<file path="src/rtl/ptp_cmp_pkg.sv">
package ptp_cmp_pkg;
  localparam int HALF_W    = 32;
  localparam int STEP_W    = 8;
  localparam int N_CLR_SRC = 2;

  typedef enum logic [2:0] {
    A_CLK_LO = 3'd0, A_CLK_HI = 3'd1,
    A_TGT_LO = 3'd2, A_TGT_HI = 3'd3,
    A_RLD_LO = 3'd4, A_RLD_HI = 3'd5,
    A_CTRL   = 3'd6, A_STAT   = 3'd7
  } reg_addr_e;

  // Control word, LSB first: load mode, irq enable, clear enables, pin enable, step.
  typedef struct packed {
    logic [STEP_W-1:0]    step;
    logic                 out_en;
    logic [N_CLR_SRC-1:0] clr_en;
    logic                 irq_en;
    logic                 load_mode;
  } ctrl_t;
endpackage

</file>
<file path="src/rtl/ptp_split_reg.sv">
// Collects a wide value from two half-width writes and commits it one cycle
// after the second half lands, in either order.
module ptp_split_reg #(
  parameter int HW = 32
) (
  input  logic            clk,
  input  logic            rst_n,
  input  logic            wr_lo,
  input  logic            wr_hi,
  input  logic [HW-1:0]   wdata,
  output logic            commit,
  output logic [2*HW-1:0] value
);
  logic [HW-1:0] sh_lo, sh_hi;
  logic [1:0]    pend, pend_nx;

  assign pend_nx = pend | {wr_hi, wr_lo};

  always_ff @(posedge clk or negedge rst_n) begin
    if (!rst_n) begin
      sh_lo  <= '0;
      sh_hi  <= '0;
      pend   <= '0;
      commit <= 1'b0;
      value  <= '0;
    end else begin
      commit <= 1'b0;
      if (wr_lo) sh_lo <= wdata;
      if (wr_hi) sh_hi <= wdata;
      if ((wr_lo || wr_hi) && (&pend_nx)) begin
        commit <= 1'b1;
        value  <= {(wr_hi ? wdata : sh_hi), (wr_lo ? wdata : sh_lo)};
        pend   <= '0;
      end else begin
        pend <= pend_nx;
      end
    end
  end
endmodule

</file>
<file path="src/rtl/ptp_glitch_filter.sv">
// Synchronises an asynchronous input and reports a rising edge only after
// the synchronised level has held for LEN consecutive samples.
module ptp_glitch_filter #(
  parameter int LEN = 2
) (
  input  logic clk,
  input  logic rst_n,
  input  logic din,
  output logic rise
);
  localparam int CW = $clog2(LEN + 1);

  logic          s1, s2, lvl;
  logic [CW-1:0] cnt;

  always_ff @(posedge clk or negedge rst_n) begin
    if (!rst_n) begin
      s1   <= 1'b0;
      s2   <= 1'b0;
      lvl  <= 1'b0;
      cnt  <= '0;
      rise <= 1'b0;
    end else begin
      s1   <= din;
      s2   <= s1;
      rise <= 1'b0;
      if (s2 != lvl) begin
        if (cnt == CW'(LEN - 1)) begin
          lvl  <= s2;
          cnt  <= '0;
          rise <= s2;
        end else begin
          cnt <= cnt + 1'b1;
        end
      end else begin
        cnt <= '0;
      end
    end
  end
endmodule

</file>
<file path="src/rtl/ptp_target_cmp.sv">
module ptp_target_cmp
  import ptp_cmp_pkg::*;
#(
  parameter int TW       = 2 * HALF_W,
  parameter int AW       = 3,
  parameter int FILT_LEN = 2
) (
  input  logic                 clk,
  input  logic                 rst_n,
  input  logic                 wr_valid,
  output logic                 wr_ready,
  input  logic [AW-1:0]        wr_addr,
  input  logic [TW/2-1:0]      wr_data,
  input  logic [N_CLR_SRC-1:0] ext_in,
  output logic                 irq,
  output logic                 evt_pulse,
  output logic                 evt_pin,
  output logic                 int_sts,
  output logic [TW-1:0]        clk_now,
  output logic [TW-1:0]        tgt_now
);
  localparam int HW     = TW / 2;
  localparam int NWIDE  = 3;            // 0: counter, 1: target, 2: reload
  localparam int CTRL_W = $bits(ctrl_t);

  logic [NWIDE-1:0]     commit_v;
  logic [TW-1:0]        cval [NWIDE];
  logic [N_CLR_SRC-1:0] ext_rise;
  ctrl_t                ctrl_q;
  logic [TW-1:0]        clk_q, tgt_q, rld_q;
  logic                 hit, evt_q, sts_q, stat_clr, ext_clr;
  logic [STEP_W-1:0]    step_w;
  logic                 mode_w;

  assign wr_ready = 1'b1;

  for (genvar g = 0; g < NWIDE; g++) begin : g_wide
    ptp_split_reg #(.HW(HW)) u_reg (
      .clk    (clk),
      .rst_n  (rst_n),
      .wr_lo  (wr_valid && (wr_addr == AW'(2 * g))),
      .wr_hi  (wr_valid && (wr_addr == AW'(2 * g + 1))),
      .wdata  (wr_data),
      .commit (commit_v[g]),
      .value  (cval[g])
    );
  end

  for (genvar i = 0; i < N_CLR_SRC; i++) begin : g_filt
    ptp_glitch_filter #(.LEN(FILT_LEN)) u_filt (
      .clk   (clk),
      .rst_n (rst_n),
      .din   (ext_in[i]),
      .rise  (ext_rise[i])
    );
  end

  assign step_w   = ctrl_q.step;
  assign mode_w   = ctrl_q.load_mode;
  assign hit      = (clk_q == tgt_q);
  assign stat_clr = wr_valid && (wr_addr == AW'(A_STAT)) && wr_data[0];
  assign ext_clr  = |(ext_rise & ctrl_q.clr_en);

  always_ff @(posedge clk or negedge rst_n) begin
    if (!rst_n) begin
      ctrl_q      <= '0;
      ctrl_q.step <= STEP_W'(1);
    end else if (wr_valid && (wr_addr == AW'(A_CTRL))) begin
      ctrl_q <= ctrl_t'(wr_data[CTRL_W-1:0]);
    end
  end

  always_ff @(posedge clk or negedge rst_n) begin
    if (!rst_n) begin
      clk_q <= '0;
      tgt_q <= '1;
      rld_q <= '0;
      evt_q <= 1'b0;
      sts_q <= 1'b0;
    end else begin
      clk_q <= commit_v[0] ? cval[0] : clk_q + TW'(step_w);
      if (commit_v[1])  tgt_q <= cval[1];
      else if (hit)     tgt_q <= mode_w ? rld_q : tgt_q + rld_q;
      if (commit_v[2])  rld_q <= cval[2];
      evt_q <= hit;
      if (hit)                       sts_q <= 1'b1;
      else if (stat_clr || ext_clr)  sts_q <= 1'b0;
    end
  end

  assign int_sts   = sts_q;
  assign irq       = sts_q & ctrl_q.irq_en;
  assign evt_pulse = evt_q;
  assign evt_pin   = evt_q & ctrl_q.out_en;
  assign clk_now   = clk_q;
  assign tgt_now   = tgt_q;
endmodule

</file>
<file path="config.mk">
export PLATFORM = sky130hd
export DESIGN_NAME = ptp_target_cmp
export DESIGN_NICKNAME = d
export VERILOG_FILES = /design/src/rtl/ptp_cmp_pkg.sv /design/src/rtl/ptp_split_reg.sv /design/src/rtl/ptp_glitch_filter.sv /design/src/rtl/ptp_target_cmp.sv
export SDC_FILE = /design/constraint.sdc
export NUM_CORES = 1
export LEC_CHECK = 0
export BUFFER_PORTS_ARGS = -buffer_cell sky130_fd_sc_hd__buf_2
export CORE_UTILIZATION = 40
export DETAILED_ROUTE_END_ITERATION = 10
export PLACE_DENSITY = 0.7
export SLEW_MARGIN = 20
export SYNTH_ARGS = -nofsm -noshare
export SYNTH_HDL_FRONTEND = slang
export SYNTH_HIERARCHICAL = 1
export SYNTH_SLANG_ARGS = --single-unit
</file>
<file path="constraint.sdc">
create_clock -name clk -period 2.9 [get_ports clk]
set_input_delay 0.87 -clock clk [delete_from_list [all_inputs] [get_ports clk]]
set_output_delay 0.87 -clock clk [all_outputs]
set_load 0.01 [all_outputs]
</file>
==> results by group <==
Pwr
  – Sw Pwr: 13800 uW
  – Flop pwr share: a little over a third
  – Cell leakage power: around 0.018 uW
  – Peak VDD IR: 448 uV
  – Pwr/cell area: 1010 nW/um^2
  – Design internal power: 25400 uW
  – Combinational cell fraction of total power: 40.2%
  – Switch share: 35.2%
  – Power share of the clock group: 23.6%

Setup path
  – Data required, critical path: ~3.4 ns
  – Worst R2R Path Depth: 12
  – Critical path buffers and inverters: 6
  – Worst Path Arrival: 3.58 ns
  – Crit. End Element: register
  – Slowest stage cell, crit path: dfstp_2
  – Crit-path leading delay family: buffers and inverters
  – Crit path top cell by count: buf_6
  – Crit Path Max Fanout: 7
  – Max incr delay on CP: about 0.55 ns
  – WS Path Type: register to register
  – CP cell instances: buf_6 -> xor2_2 -> nor4_2 -> buf_4 -> nand4_1 -> nor4_4 -> buf_4 -> buf_6 -> buf_6 -> buf_12 -> mux2_2 -> mux2_2
  – Worst setup SP type: register
  – Crit path depth: 12

Logic synthesis
  – Syn_area_per_cell: 12.0 sq um
  – Synth top area cells: dfrtp_1, mux2_2, mux2_4
  – Synthesized area: 30200 sq um
  – Yosys reg bits: around 600
  – Most common cell in the netlist: dfrtp_1
  – Distinct cells, synth: 82
  – Post-synthesis net count: 2643
  – Top cell type's share of synthesized area: 45.3%
  – Post-synth EDFFs: 0
  – Synth top cells by count: dfrtp_1, mux2_2, nand2_1, o21ai_0, xor2_1
  – Synth Warn #: 6
  – Cell count after synthesis: between 2000 and 3000
  – Prevailing post-synth register cell: dfrtp_1
  – Asr flop ratio synth: between 90% and 100%
  – Yosys top cell by area: dfrtp_1
  – Register area share after synthesis: 50.9%

Hold path
  – Worst Hold Class: primary input to asynchronous set/reset pin

Global route
  – Total track usage: 24.1%
  – First-pass GRT wire length: 141000 um
  – Overflow after GRT: 0
  – Largest net degree at the start of global routing: around 100
  – Initial antenna violation count: 3
  – Vias in the first global route: between 20000 and 25000

Cells and area
  – Reg area: between 15000 and 20000 sq um
  – Fill count: 6330
  – Area delta synth->final: 28.3%
  – Final Instance Count excl. Fillers: 4048
  – Multi-input gate area: 15100 sq um
  – Post-route cell area: 38800 sq um
  – Layout cell share with drive strength beyond 1: between 40% and 50%
  – Total Nets Final: 3139
  – Fin util: 52.0%

Timing
  – Hold WS: 0.119 ns
  – RSZ-0062 raised after global routing: yes
  – Clk_skew: 0.0262 ns
  – Fin crit period: 3.04 ns
  – Crit share post-route: 105%
  – Worst-Margin Slew: about 0.67 ns
  – Worst slew margin: between 50% and 60%
  – Slew Limit Fails: 0
  – Fmax: 0.329 GHz
  – Worst setup margin: -0.142 ns
  – Final hold vios: 0
  – Final setup fails: 25

Routing
  – DRT Wirelength: between 90000 and 100000 um
  – Routed len/inst: 23.3 um
  – DR vias: 22400
  – DRT Pass-1 Iters: 6
  – ANT nets after route: 0
  – Residual DRC: 0
  – Vias per cell: 5.53
  – 1st-iter DRT viols: 2038

Clock tree
  – CTS tree: built
  – Sink Count: 612
  – Worst skew pair latency: 0.62 ns
  – CTS root buf: clkbuf_16
  – # H-tree levels: 3
  – Reg clk slew, reported paths: around 0.070 ns
  – CTS buffer count: 67
  – Clock Path Buffers: 3
  – Hold buffer count at CTS: 0

Run status
  – Failing checks: negative setup slack
  – Status: complete, but fails checks

Die
  – Die area: 76700 sq um
  – Initial core utilization: about two fifths
  – Die Width: 277 um
  – I/O pins: 173
  – FP Rows: 100
  – Overall die height: 277 um
  – Core box area: 74600 sq um

Run
  – MaxCap Viol Count: 0

Placement
  – RePlAce Congestion: 0.950
  – Placement Cell Area: 34500 sq um
  – IO Port Bufs: 171
  – Placed Cells: between 3000 and 4000
  – Dpl hpwl: 66900 um
  – Post-place setup slack: -0.452 ns
==> layout by cell type, fill, tap and decap left out, drive strengths merged, types with 38 or more instances in the layout <==
master  Yosys  layout
a21o       61      61
a21oi      88      88
buf        66     560
clkbuf     74     104
dfrtp     547     547
dfstp      65      65
ha         71      71
inv        43      44
mux2      462     462
nand2     237     237
nor2       91      91
o211ai     38      38
o21ai     185     185
xnor2      66      66
xor2      120     120
==> power groups by stage <==
stage	registers, uW	logic [uW]	clock network, uW
floorplan	13900	7630	0
global route	14500	16800	9690
detailed placement	14100	14100	0
finish	14200	15700	9240
global placement	14000	13900	0
CTS	14000	14700	9360
==> final timing paths <==
| kind | start | to | slack (ns) |
|---|---|---|---|
| worst min-delay path | rst_n | rld_q[24] | 0.12 |
| worst min register to register | g_filt[0].u_filt/s1 | g_filt[0].u_filt/s2 | 0.35 |
| min in group clk | g_filt[0].u_filt/s1 | g_filt[0].u_filt/s2 | 0.35 |
| worst max register to register | tgt_now[25] | tgt_now[2] | -0.14 |
| worst max-delay path | tgt_now[25] | tgt_now[2] | -0.14 |
| max in group asynchronous | rst_n | tgt_now[41] | 1.88 |
==> per-layer routing <==
layer / wire length, um / vias to the layer above / global-route usage, %
met4: 2780 / 0 / 6.85
met5: 0 / - / 0
met2: 44000 / 709 / 38.5
met3: 6290 / 173 / 5.69
li1: - / 9966 / -
met1: 41400 / 11500 / 32.6
==> repair_timing <==
item / 4_1_cts / 5_1_grt
endpoints found under the hold margin: 0 / 0
resized for setup: 108 / 222
endpoints found under the setup margin: 92 / 106
pin swaps: 61 / 123
gates cloned: 1 / 7
setup buffers: 18 / 34
==> state kept, by name, indices dropped and copies added, names as in the netlist <==
register,cells
mode_w,1
g_wide.u_reg/value,192
g_filt.u_filt/cnt,4
g_filt.u_filt/s2,2
g_filt.u_filt/rise,2
g_wide.u_reg/pend,6
evt_pulse,1
int_sts,1
rld_q,64
clk_now,64
step_w,8
g_wide.u_reg/sh_hi,96
g_wide.u_reg/commit,3
tgt_now,64
ctrl_q,4
g_filt.u_filt/s1,2
g_filt.u_filt/lvl,2
g_wide.u_reg/sh_lo,96
==> area by class of cell <==
type	instances	share of cell area [%]
Clock buffer	97	5.25
Inverter	43	0.416
Clock inverter	24	0.929
Timing Repair Buffer	567	11.6
Sequential cell	612	39.7
Antenna cell	1	0.00645
Multi-Input combinational cell	1735	38.9
Tap cell	969	3.12
==> through the flow <==
step	TNS (ns)	total power, uW
2_1_floorplan	0	21500
3_3_place_gp	-12.90	27900
3_5_place_dp	-17.44	28200
4_1_cts	-0.553	38100
5_1_grt	-7.74	41000
6_report	-1.24	39100
==> cell families (layout without fill, tap and decap cells) <==
group | count (synthesis) | after routing | share of synthesized area [%]
simple gates | 514 | 514 | 8.07
flops | 612 | 612 | 50.9
compound gates | 491 | 491 | 10.3
mux | 470 | 470 | 18.9
other cells | 1 | 2 | 0.0124
buf+inv | 183 | 731 | 3.31
fa+ha+maj | 73 | 73 | 3.07
xor+xnor | 186 | 186 | 5.39
Power figures use the tool's default switching activity.
